==> config.mk <==
export PLATFORM = sky130hd
export DESIGN_NAME = cap_channel
export DESIGN_NICKNAME = d
export VERILOG_FILES = /design/src/rtl/cap_pkg.sv /design/src/rtl/cap_filter.sv /design/src/rtl/cap_edge.sv /design/src/rtl/cap_fifo.sv /design/src/rtl/cap_channel.sv
export SDC_FILE = /design/constraint.sdc
export NUM_CORES = 1
export LEC_CHECK = 0
export BUFFER_PORTS_ARGS = -buffer_cell sky130_fd_sc_hd__buf_2
export CELL_PAD_IN_SITES_DETAIL_PLACEMENT = 1
export CELL_PAD_IN_SITES_GLOBAL_PLACEMENT = 1
export CORE_MARGIN = 3
export CORE_UTILIZATION = 30
export DETAILED_ROUTE_END_ITERATION = 10
export GPL_TIMING_DRIVEN = 0
export PLACE_DENSITY = 0.67
export SYNTH_ARGS = -nofsm -noshare
export SYNTH_HDL_FRONTEND = slang
export SYNTH_SLANG_ARGS = --single-unit
==> constraint.sdc <==
create_clock -name clk -period 2.65 [get_ports clk]
set_input_delay 0.3975 -clock clk [delete_from_list [all_inputs] [get_ports clk]]
set_output_delay 0.3975 -clock clk [all_outputs]
set_load 0.01 [all_outputs]
==> src/rtl/cap_pkg.sv <==
package cap_pkg;
   typedef enum logic [1:0] {
      EDGE_NONE = 2'b00,
      EDGE_RISE = 2'b01,
      EDGE_FALL = 2'b10,
      EDGE_ANY  = 2'b11
   } edge_sel_e;

   typedef enum logic [1:0] {
      ST_EMPTY = 2'b00,
      ST_ONE   = 2'b01,
      ST_TWO   = 2'b10,
      ST_LOST  = 2'b11
   } fifo_st_e;
endpackage

==> src/rtl/cap_filter.sv <==
module cap_filter #(
   parameter int SYNC_STAGES = 2,
   parameter int MIN_WIDTH   = 2
) (
   input  logic clk,
   input  logic rst_n,
   input  logic pin_i,
   output logic level_o
);
   if (SYNC_STAGES < 2) begin : g_bad_sync
      $error("cap_filter: SYNC_STAGES must be at least 2");
   end
   if (MIN_WIDTH < 1) begin : g_bad_width
      $error("cap_filter: MIN_WIDTH must be at least 1");
   end

   logic [SYNC_STAGES-1:0] sync_q;
   logic [MIN_WIDTH-1:0]   hist_q;
   logic                   synced;

   assign synced = sync_q[SYNC_STAGES-1];

   always_ff @(posedge clk or negedge rst_n) begin
      if (!rst_n) sync_q <= '0;
      else        sync_q <= {sync_q[SYNC_STAGES-2:0], pin_i};
   end

   if (MIN_WIDTH == 1) begin : g_hist1
      always_ff @(posedge clk or negedge rst_n) begin
         if (!rst_n) hist_q <= '0;
         else        hist_q <= synced;
      end
   end else begin : g_histn
      always_ff @(posedge clk or negedge rst_n) begin
         if (!rst_n) hist_q <= '0;
         else        hist_q <= {hist_q[MIN_WIDTH-2:0], synced};
      end
   end

   always_ff @(posedge clk or negedge rst_n) begin
      if (!rst_n)         level_o <= 1'b0;
      else if (&hist_q)   level_o <= 1'b1;
      else if (~|hist_q)  level_o <= 1'b0;
   end
endmodule

==> src/rtl/cap_edge.sv <==
module cap_edge
   import cap_pkg::*;
(
   input  logic       clk,
   input  logic       rst_n,
   input  logic       level_i,
   input  logic [1:0] edge_sel,
   output logic       hit_o
);
   logic prev_q;
   logic rise, fall;

   always_ff @(posedge clk or negedge rst_n) begin
      if (!rst_n) prev_q <= 1'b0;
      else        prev_q <= level_i;
   end

   assign rise = level_i & ~prev_q;
   assign fall = ~level_i & prev_q;

   always_comb begin
      unique case (edge_sel_e'(edge_sel))
         EDGE_RISE: hit_o = rise;
         EDGE_FALL: hit_o = fall;
         EDGE_ANY:  hit_o = rise | fall;
         default:   hit_o = 1'b0;
      endcase
   end
endmodule

==> src/rtl/cap_fifo.sv <==
module cap_fifo
   import cap_pkg::*;
#(
   parameter int DW = 16
) (
   input  logic          clk,
   input  logic          rst_n,
   input  logic          clr,
   input  logic          wr,
   input  logic [DW-1:0] wr_data,
   input  logic          rd,
   output logic [DW-1:0] top_o,
   output logic [DW-1:0] bot_o,
   output logic [1:0]    stat_o
);
   if (DW < 1) begin : g_bad_dw
      $error("cap_fifo: DW must be positive");
   end

   fifo_st_e      st_q, st_mid, st_nx;
   logic [DW-1:0] top_q, bot_q, top_mid, top_nx, bot_nx;
   logic          pop;

   assign pop = rd && (st_q != ST_EMPTY);

   // read stage
   always_comb begin
      st_mid  = st_q;
      top_mid = top_q;
      if (pop) begin
         if (st_q == ST_ONE) begin
            st_mid = ST_EMPTY;
         end else begin
            st_mid  = ST_ONE;
            top_mid = bot_q;
         end
      end
   end

   // write stage
   always_comb begin
      st_nx  = st_mid;
      top_nx = top_mid;
      bot_nx = bot_q;
      if (wr) begin
         unique case (st_mid)
            ST_EMPTY: begin st_nx = ST_ONE; top_nx = wr_data; end
            ST_ONE:   begin st_nx = ST_TWO; bot_nx = wr_data; end
            default:  begin
               st_nx  = ST_LOST;
               top_nx = bot_q;
               bot_nx = wr_data;
            end
         endcase
      end
   end

   always_ff @(posedge clk or negedge rst_n) begin
      if (!rst_n) begin
         st_q  <= ST_EMPTY;
         top_q <= '0;
         bot_q <= '0;
      end else if (clr) begin
         st_q  <= ST_EMPTY;
      end else begin
         st_q  <= st_nx;
         top_q <= top_nx;
         bot_q <= bot_nx;
      end
   end

   assign top_o  = top_q;
   assign bot_o  = bot_q;
   assign stat_o = st_q;
endmodule

==> src/rtl/cap_channel.sv <==
module cap_channel
   import cap_pkg::*;
#(
   parameter int CNT_W        = 16,
   parameter int SYNC_STAGES  = 2,
   parameter int MIN_WIDTH    = 2,
   parameter bit ADC_START_EN = 1'b1
) (
   input  logic             clk,
   input  logic             rst_n,
   input  logic             cap_pin,
   input  logic [CNT_W-1:0] tmr1_cnt,
   input  logic [CNT_W-1:0] tmr2_cnt,
   input  logic             cap_en,
   input  logic [1:0]       edge_sel,
   input  logic             tmr_sel,
   input  logic             cap_clr,
   input  logic             rd_stb,
   input  logic             flag_clr,
   output logic [CNT_W-1:0] fifo_top,
   output logic [CNT_W-1:0] fifo_bot,
   output logic [1:0]       fifo_stat,
   output logic             cap_flag,
   output logic             adc_start
);
   logic             level;
   logic             hit;
   logic             cap_wr;
   logic [CNT_W-1:0] stamp;

   cap_filter #(.SYNC_STAGES(SYNC_STAGES), .MIN_WIDTH(MIN_WIDTH)) u_filter (
      .clk(clk), .rst_n(rst_n), .pin_i(cap_pin), .level_o(level)
   );

   cap_edge u_edge (
      .clk(clk), .rst_n(rst_n), .level_i(level), .edge_sel(edge_sel), .hit_o(hit)
   );

   assign cap_wr = hit & cap_en;
   assign stamp  = tmr_sel ? tmr1_cnt : tmr2_cnt;

   cap_fifo #(.DW(CNT_W)) u_fifo (
      .clk(clk), .rst_n(rst_n), .clr(cap_clr), .wr(cap_wr), .wr_data(stamp),
      .rd(rd_stb), .top_o(fifo_top), .bot_o(fifo_bot), .stat_o(fifo_stat)
   );

   always_ff @(posedge clk or negedge rst_n) begin
      if (!rst_n)        cap_flag <= 1'b0;
      else if (cap_wr)   cap_flag <= 1'b1;
      else if (flag_clr) cap_flag <= 1'b0;
   end

   if (ADC_START_EN) begin : g_adc
      always_ff @(posedge clk or negedge rst_n) begin
         if (!rst_n) adc_start <= 1'b0;
         else        adc_start <= cap_wr;
      end
   end else begin : g_no_adc
      assign adc_start = 1'b0;
   end
endmodule

==> results of run 1 <==
==> Yosys cell counts (all sizes together) <==
| library cell | instances | area share, % |
|---|---|---|
| a211oi | 1 | 0.34 |
| and2b | 1 | 0.34 |
| nor4b | 1 | 1.1 |
| ha | 3 | 1.7 |
| nor3 | 1 | 0.23 |
| o2111a | 1 | 0.52 |
| o221ai | 16 | 6.4 |
| mux2i | 2 | 0.92 |
| o21a | 1 | 0.34 |
| a22oi | 15 | 5.2 |
| a311oi | 1 | 1.2 |
| inv | 22 | 3.8 |
| nand4b | 1 | 0.40 |
| a21oi | 2 | 0.46 |
| nor2 | 5 | 0.86 |
| clkbuf | 1 | 0.17 |
| o21ai | 2 | 0.46 |
| nor2b | 4 | 1.5 |
| mux2 | 32 | 18 |
| dfrtp | 42 | 48 |
| o211ai | 1 | 0.34 |
| buf | 9 | 3.2 |
| nand2 | 20 | 3.6 |
| o22ai | 1 | 0.92 |
==> area by class of cell <==
cell class / instances / area [um^2] / share of cell area (%)
inverter: 22 / 82.6 / 2.96
multi-input combinational: 111 / 975 / 34.9
tap: 96 / 120 / 4.30
buffer: 10 / 72.6 / 2.60
clock buffer: 6 / 72.6 / 2.60
sequential: 42 / 1050 / 37.7
timing repair buffer: 76 / 380 / 13.6
clock inverter: 2 / 37.5 / 1.34
==> registers in the layout, indices dropped and copies added (netlist names) <==
signal / count
u_fifo.bot_o: 16
u_fifo.top_o: 16
u_fifo.stat_o: 2
u_filter.hist_q: 2
u_filter.sync_q: 2
adc_start: 1
cap_flag: 1
u_edge.prev_q: 1
u_filter.level_o: 1
==> metal layers <==
layer / global-route usage, % / vias up
met1: 18.7 / 866
li1: - / 829
met2: 24.6 / 48
met4: 3.02 / 0
met3: 3.40 / 4
met5: 0 / -
==> cell families after synthesis <==
kind of cell | Yosys count | synth area share (%)
flip-flops | 42 | 48.2
AO/OA/AOI/OAI | 41 | 16.2
multiplexers | 34 | 18.8
AND/OR/NAND/NOR | 33 | 7.97
buffers and inverters | 32 | 7.11
adder cells (fa/ha/maj) | 3 | 1.72
==> worst min-delay path by stage <==
stage | start | to | depth (start not counted)
after floorplan | rst_n | adc_start$_DFF_PN0_ | 0
final | cap_pin | u_filter.sync_q[0]$_DFF_PN0_ | 1
after global routing | cap_pin | u_filter.sync_q[0]$_DFF_PN0_ | 1
after global placement | u_filter.sync_q[1]$_DFF_PN0_ | u_filter.hist_q[0]$_DFF_PN0_ | 0
after detailed placement | u_filter.sync_q[0]$_DFF_PN0_ | u_filter.sync_q[1]$_DFF_PN0_ | 0
after CTS | cap_pin | u_filter.sync_q[0]$_DFF_PN0_ | 1
==> layout by cell type, fill, tap and decap left out, drive strengths merged, types with 3 or more instances in the layout <==
cell type	n
inv	22
nor2	5
nand2	20
nor2b	4
mux2	32
buf	85
dfrtp	42
o221ai	16
ha	3
clkbuf	7
a22oi	15
==> power groups by stage <==
stage | Clock, mW | Sequential [mW] | Combinational, mW
2_1_floorplan | 0 | 0.951 | 0.235
5_1_grt | 0.558 | 0.898 | 0.609
6_report | 0.516 | 0.874 | 0.547
4_1_cts | 0.527 | 0.876 | 0.560
3_5_place_dp | 0 | 0.887 | 0.559
3_3_place_gp | 0 | 0.884 | 0.545
==> metrics by stage <==
stage               cell area (um^2)  worst slack (ns)
global placement                2680             0.559
CTS                             2790             0.508
finish                          2790             0.515
global route                    2790             0.378
floorplan                       2180             0.770
detailed placement              2680             0.523
==> flow_summary.ini, run 1 <==
[run_status]
outcome = complete, no violations

[cts]
cts_setup_buffers = 0
cts_buffers = 5
clk_pin_slew_worst_paths_ns = 0.08
root_buffer = clkbuf_8
htreeDepth = 2
cts_resized = 0
cts_tree = done
cts_sinks = 42
cts_hold_buffers = 0
clock_path_buffers = 2
worstSkewPairLatency_ns = 0.29

[cells_and_area]
diodes = 0
finalNonFillerCells = 365
fillers = 813
drive_gt1_share_pct = 48.3
nNetsFinal = 313
area_growth_pct = 28.0
fin_util_pct = 40.4

[pwr]
pwr-share-seq_pct = 45.1
internal-power_mw = 1.34
peakVddDrop_uv = 291
total_power_mw = 1.94
powerDensity_nw_per_um2 = 694
switching_share_pct = 30.7
p_switching_mw = 0.595
clkPwrFrac_pct = 26.6
p_comb_share_pct = 28.2
power_leakage_nw = 1.47

[routing]
wl_per_cell_um = 15.9
drt_iter0_drc = 67
dr_wl_met2_mm = 2.94
drc = 0
drt.antenna.violating_nets = 0
via_per_inst = 4.79
wl_met1_mm = 2.59
highest_layer = met4
wirelength_mm = 5.80
wl_met3_um = 242
first_pass_iters = 4
vias = 1747

[synth]
ys_seq_area_share_pct = 48.2
syn-num-nets = 230
synth-seq-cells = 42
syn_area_um2 = 2180
postSynthCellCount = 185
avgSynthCellArea_um2 = 11.8
ys_warn_count = 0
synthDistinctLibCells = 31

[run]
maxCapViolations = 0

[critical_path]
cp_max_fo = 10
end_kind = flip-flop
worstPathArrival_ns = 2.30
critPathRequiredTime_ns = 2.82
path_cells = inv_1 -> ha_1 -> nor2b_4 -> o2111a_1 -> nor2_1 -> buf_4 -> o221ai_1
r2r_slack_ns = 0.52
cp_slowest_stage_delay_ns = 0.48
timing.critical_path.buf_inv = 2
regToRegStartpoint = u_filter.level_o$_DFFE_PN0P_
regToRegEndpoint = u_fifo.top_o[10]$_DFFE_PN0N_
r2r_cells = 7
cpMaxStageDelayCell = nor2_1
critPathTopFamily = simple AND/OR/NAND/NOR gates
worstSetupStartpoint = u_filter.level_o$_DFFE_PN0P_
crit_type = flip-flop to flip-flop
critPathCapture = u_fifo.top_o[10]$_DFFE_PN0N_
cp-start-kind = flip-flop
cp.depth = 7

[grt]
grt_max_degree = 43
grt_usage_pct = 14.4
grt-ovfl-total = 0
grt_pass1_vias = 1872
grt_pass1_wl_mm = 9.54
antenna_found_initial = 0

[floorplan]
start_util_pct = 31.6
core_um2 = 6910
die_h_um = 91.3
die_area_um2 = 8330
io_pins = 78
rows = 30
die_width_um = 91.3

[worst_hold_path]
worstHoldPathType = input port to flip-flop

[sta]
max_freq_ghz = 0.468
grt_setup_unrepaired = false
slew_viol_final = 0
min_period_ns = 2.13
setup_viol = 0
fin_hold_ws_ns = 0.202
period_share_pct = 80.6
clock_skew_ns = 0.00576
relSlewSlack_pct = 37.9
final.setup.tns_ns = 0
hold_violations = 0
worstMarginPinSlew_ns = 0.931

[placement]
place.gp.congestion = 0.712
dp.cells = 357
hpwl_mm = 4.28
port_buffers = 76
Note: power is estimated with default switching activity, not from simulation.
==> inputs of run 2 (changes only) <==
Clock period 2.65 ns to 2.2 ns, I/O delays scaled along.
==> run 2 against run 1 <==
Against the previous run: register-to-register slack worse by 0.38 ns; total power increased by 20%; non-clock buffer count stayed put; combinational power rose by 20%; flip-flop and latch count did not move; sequential share of layout area hardly changed; sequential power is 20% higher; worst setup slack lost 0.38 ns; clock skew is 0.00056 ns higher; critical path depth did not move; global-route usage unchanged; clock-buffer cell count is the same; largest power group unchanged.
==> flow_summary.ini, run 2 (synthesis results as in run 1) <==
[worst_hold_path]
hp-start = cap_pin
holdPathStages = 1
whs_endpoint = u_filter.sync_q[0]$_DFF_PN0_
worstHoldPathType = input port to flip-flop

[routing]
drt_iter0_drc = 70
wl_per_cell_um = 15.8
drc = 0
drt.antenna.violating_nets = 0
via_per_inst = 4.78
vias = 1744
wirelength_mm = 5.78
first_pass_iters = 4

[cts]
worstSkewPairLatency_ns = 0.29
root_buffer = clkbuf_8
cts_buffers = 5
htreeDepth = 2
clk_pin_slew_worst_paths_ns = 0.08
cts_sinks = 42
cts_setup_buffers = 0
clock_path_buffers = 2
cts_tree = done

[pwr]
powerDensity_nw_per_um2 = 834
peakVddDrop_uv = 351
power_leakage_nw = 1.47

[critical_path]
cpMaxStageDelayCell = dfrtp_1
timing.critical_path.buf_inv = 2
cp_max_fo = 10
worstPathArrival_ns = 2.25
r2r_cells = 7
crit_type = flip-flop to flip-flop
critPathRequiredTime_ns = 2.38
end_kind = flip-flop
cp-start-kind = flip-flop
path_cells = inv_1 -> ha_1 -> nor2b_4 -> o2111a_1 -> o22ai_4 -> buf_12 -> mux2_4
regToRegEndpoint = u_fifo.bot_o[13]$_DFFE_PN0P_
r2r_slack_ns = 0.13
critPathTopFamily = compound AO/OA/AOI/OAI gates
regToRegStartpoint = u_filter.level_o$_DFFE_PN0P_
cp_slowest_stage_delay_ns = 0.40

[grt]
grt_usage_pct = 14.4
grt_pass1_wl_mm = 9.54
grt_max_degree = 43
antenna_found_initial = 0
grt_pass1_vias = 1872
grt-ovfl-total = 0

[cells_and_area]
finalNonFillerCells = 365
drive_gt1_share_pct = 48.7
area_growth_pct = 28.1
final_common_cell = buf_2
final_cell_mix = buf_2 (82), dfrtp_1 (42), mux2_2 (24)
nNetsFinal = 313
diodes = 0

[sta]
setup_viol = 0
min_period_ns = 2.07
slew_viol_final = 0
final.setup.tns_ns = 0
max_freq_ghz = 0.483
clock_skew_ns = 0.00633
hold_violations = 0
relSlewSlack_pct = 38.1
worstMarginPinSlew_ns = 0.929
grt_setup_unrepaired = false
period_share_pct = 94.1

[floorplan]
die_h_um = 91.3
rows = 30
start_util_pct = 31.6
io_pins = 78
core_um2 = 6910
die_area_um2 = 8330
die_width_um = 91.3

[run]
maxCapViolations = 0

[placement]
hpwl_mm = 4.28
place.gp.congestion = 0.712
port_buffers = 76
dp.cells = 357

[run_status]
outcome = complete, no violations
-- run 2: cell counts in the layout (fill, tap and decap cells not counted) --
No cell type changed its count.
-- run 2: area by class of cell --
| class | count | area (um^2) |
|---|---|---|
| buffer | 10 | 72.6 |
| clock buffer | 6 | 72.6 |
| clock inverter | 2 | 37.5 |
| fill | 813 | 4110 |
| inverter | 22 | 82.6 |
| multi-input combinational | 111 | 977 |
| sequential | 42 | 1050 |
| tap | 96 | 120 |
| timing repair buffer | 76 | 380 |
-- run 2: per-stage QoR --
stage | hold slack, ns | setup WS [ns] | total power, mW | utilization [%] | cell area (um^2)
after floorplan | 0.0344 | 0.320 | 1.43 | - | 2180
after global placement | 0.335 | 0.109 | 1.72 | 38.8 | 2680
after detailed placement | 0.338 | 0.0728 | 1.74 | 38.8 | 2680
after CTS | 0.128 | 0.0577 | 2.36 | 40.4 | 2790
after global routing | 0.119 | 0.0111 | 2.49 | 40.5 | 2790
final | 0.137 | 0.131 | 2.33 | 40.5 | 2790
-- run 2: worst max path at each step --
stage	from	end	slack [ns]	depth (start not counted)
global route	u_filter.level_o$_DFFE_PN0P_	u_fifo.bot_o[13]$_DFFE_PN0P_	0.01	7
global placement	u_filter.level_o$_DFFE_PN0P_	u_fifo.top_o[8]$_DFFE_PN0N_	0.11	7
detailed placement	u_filter.level_o$_DFFE_PN0P_	u_fifo.top_o[9]$_DFFE_PN0N_	0.07	7
floorplan	u_filter.level_o$_DFFE_PN0P_	u_fifo.bot_o[10]$_DFFE_PN0P_	0.32	7
CTS	u_filter.level_o$_DFFE_PN0P_	u_fifo.top_o[9]$_DFFE_PN0N_	0.06	7
finish	u_filter.level_o$_DFFE_PN0P_	u_fifo.bot_o[13]$_DFFE_PN0P_	0.13	7
-- run 2: timing repair --
item,in CTS,in global routing
resized for setup,0,1
hold endpoints to repair,0,0
hold buffers,0,0
setup endpoints to repair,0,12
-- run 2: power breakdown --
| group | switching, mW | leakage [nW] | internal, mW |
|---|---|---|---|
| Sequential | 0.102 | 0.537 | 0.951 |
| Combinational | 0.333 | 0.879 | 0.326 |
| Clock | 0.280 | 0.0514 | 0.339 |
| Total | 0.716 | 1.47 | 1.62 |
-- run 2: layer usage --
metal	track usage, %	routed length (um)	share of wire, %	up-vias
li1	-	-	-	829
met1	18.7	2590	45	867
met2	24.6	2940	51	46
met3	3.40	236	4.1	2
met4	3.02	21	0.36	0
met5	0	0	0	-
==> inputs of run 3 (changes only) <==
Settings changed: CTS_BUF_LIST set to sky130_fd_sc_hd__clkbuf_16.
==> run 3 against run 2 <==
Against the previous run: final area is 2.0% higher; wire length is 0.76% higher; hold slack better by 0.012 ns; largest power group unchanged; critical path type unchanged; register-to-register slack hardly changed.
==> flow_summary.ini, run 3 (synthesis results as in run 1) <==
[run_status]
outcome = complete, no violations

[sta]
hold_violations = 0
fin_hold_ws_ns = 0.149
grt_setup_unrepaired = false
max_freq_ghz = 0.481
min_period_ns = 2.08
relSlewSlack_pct = 37.7
worstMarginPinSlew_ns = 0.934
period_share_pct = 94.6
final.setup.tns_ns = 0
slew_viol_final = 0
clock_skew_ns = 0.00322
setup_viol = 0

[critical_path]
r2r_cells = 7
critPathRequiredTime_ns = 2.37
end_kind = flip-flop
crit_type = flip-flop to flip-flop
worstPathArrival_ns = 2.25
cp-start-kind = flip-flop
cp_max_fo = 10

[routing]
drc = 0
via_per_inst = 4.78
drt.antenna.violating_nets = 0
drt_iter0_drc = 73
wl_per_cell_um = 16.0
first_pass_iters = 4
vias = 1744
wirelength_mm = 5.83

[cells_and_area]
diodes = 0
final_cell_mix = buf_2 (82), dfrtp_1 (42), mux2_2 (24)
finalNonFillerCells = 365
drive_gt1_share_pct = 48.7
fin_util_pct = 41.3
nNetsFinal = 313
final_common_cell = buf_2
area_growth_pct = 30.7
final_cell_area_um2 = 2850
fillers = 806

[placement]
place.gp.congestion = 0.712
dp.cells = 357
hpwl_mm = 4.28
placedInstanceArea_um2 = 2680
port_buffers = 76

[floorplan]
die_width_um = 91.3
die_h_um = 91.3
die_area_um2 = 8330
core_um2 = 6910
start_util_pct = 31.6
io_pins = 78
rows = 30

[cts]
cts_sinks = 42
worstSkewPairLatency_ns = 0.28
cts_setup_buffers = 0
cts_buffers = 5
cts_hold_buffers = 0
cts_tree = done
clk_pin_slew_worst_paths_ns = 0.06
root_buffer = clkbuf_16
clock_path_buffers = 2
htreeDepth = 2

[worst_hold_path]
holdPathStages = 1
worstHoldPathType = input port to flip-flop

[pwr]
powerDensity_nw_per_um2 = 895
power_leakage_nw = 1.50
peakVddDrop_uv = 365

[run]
maxCapViolations = 0

[grt]
grt_pass1_wl_mm = 9.63
grt_usage_pct = 14.7
grt_pass1_vias = 1892
antenna_found_initial = 0
grt_max_degree = 43
grt-ovfl-total = 0
[run 3: changes by cell type in the layout (fill, tap and decap cells not counted)]
cell	delta
clkbuf_1	-1
clkbuf_16	+5
clkbuf_8	-5
inv_1	+1
[run 3: timing repair]
action / CTS / global route
gates resized for setup: 0 / 1
setup endpoints to repair: 0 / 11
endpoints found under the hold margin: 0 / 0
[run 3: worst paths after layout]
kind                       slack (ns)                         start                            to
max reg2reg                      0.12  u_filter.level_o$_DFFE_PN0P_  u_fifo.bot_o[13]$_DFFE_PN0P_
min in group asynchronous        0.18                         rst_n   u_fifo.bot_o[8]$_DFFE_PN0P_
min reg2reg                      0.36  u_filter.sync_q[1]$_DFF_PN0_  u_filter.hist_q[0]$_DFF_PN0_
min                              0.15                       cap_pin  u_filter.sync_q[0]$_DFF_PN0_
max in group asynchronous        1.43                         rst_n   u_fifo.top_o[1]$_DFFE_PN0N_
max                              0.12  u_filter.level_o$_DFFE_PN0P_  u_fifo.bot_o[13]$_DFFE_PN0P_
[run 3: stage by stage]
stage          setup WS (ns)  total power [mW]
6_report               0.119              2.55
3_5_place_dp          0.0728              1.74
4_1_cts               0.0637              2.59
2_1_floorplan          0.320              1.43
3_3_place_gp           0.109              1.72
5_1_grt               0.0155              2.71
[run 3: metal layers]
metal / GRT usage, % / routed length, um / vias to the layer above
met1: 18.8 / 2580 / 864
met4: 3.77 / 59 / 0
met3: 3.89 / 282 / 5
met5: 0 / 0 / -
li1: - / - / 827
met2: 24.8 / 2910 / 48
[run 3: power by group]
part | total, mW | switching, mW | internal (mW)
clock network | 0.835 | 0.304 | 0.531
registers | 1.06 | 0.102 | 0.953
logic | 0.659 | 0.334 | 0.326
total | 2.55 | 0.740 | 1.81
[run 3: cell type report]
type | instances | area, um^2 | share of cell area (%)
buffer | 10 | 72.6 | 2.55
clock buffer | 5 | 125 | 4.39
clock inverter | 3 | 41.3 | 1.45
inverter | 22 | 82.6 | 2.90
multi-input combinational | 111 | 977 | 34.3
sequential | 42 | 1050 | 36.9
tap | 96 | 120 | 4.21
timing repair buffer | 76 | 380 | 13.3
[run 3: worst max-delay path: stages (launching register included)]
cell and delay (ns):
dfrtp_1 0.40, inv_1 0.06, ha_1 0.32, nor2b_4 0.05
o2111a_1 0.29, o22ai_4 0.32, buf_12 0.21, mux2_4 0.30
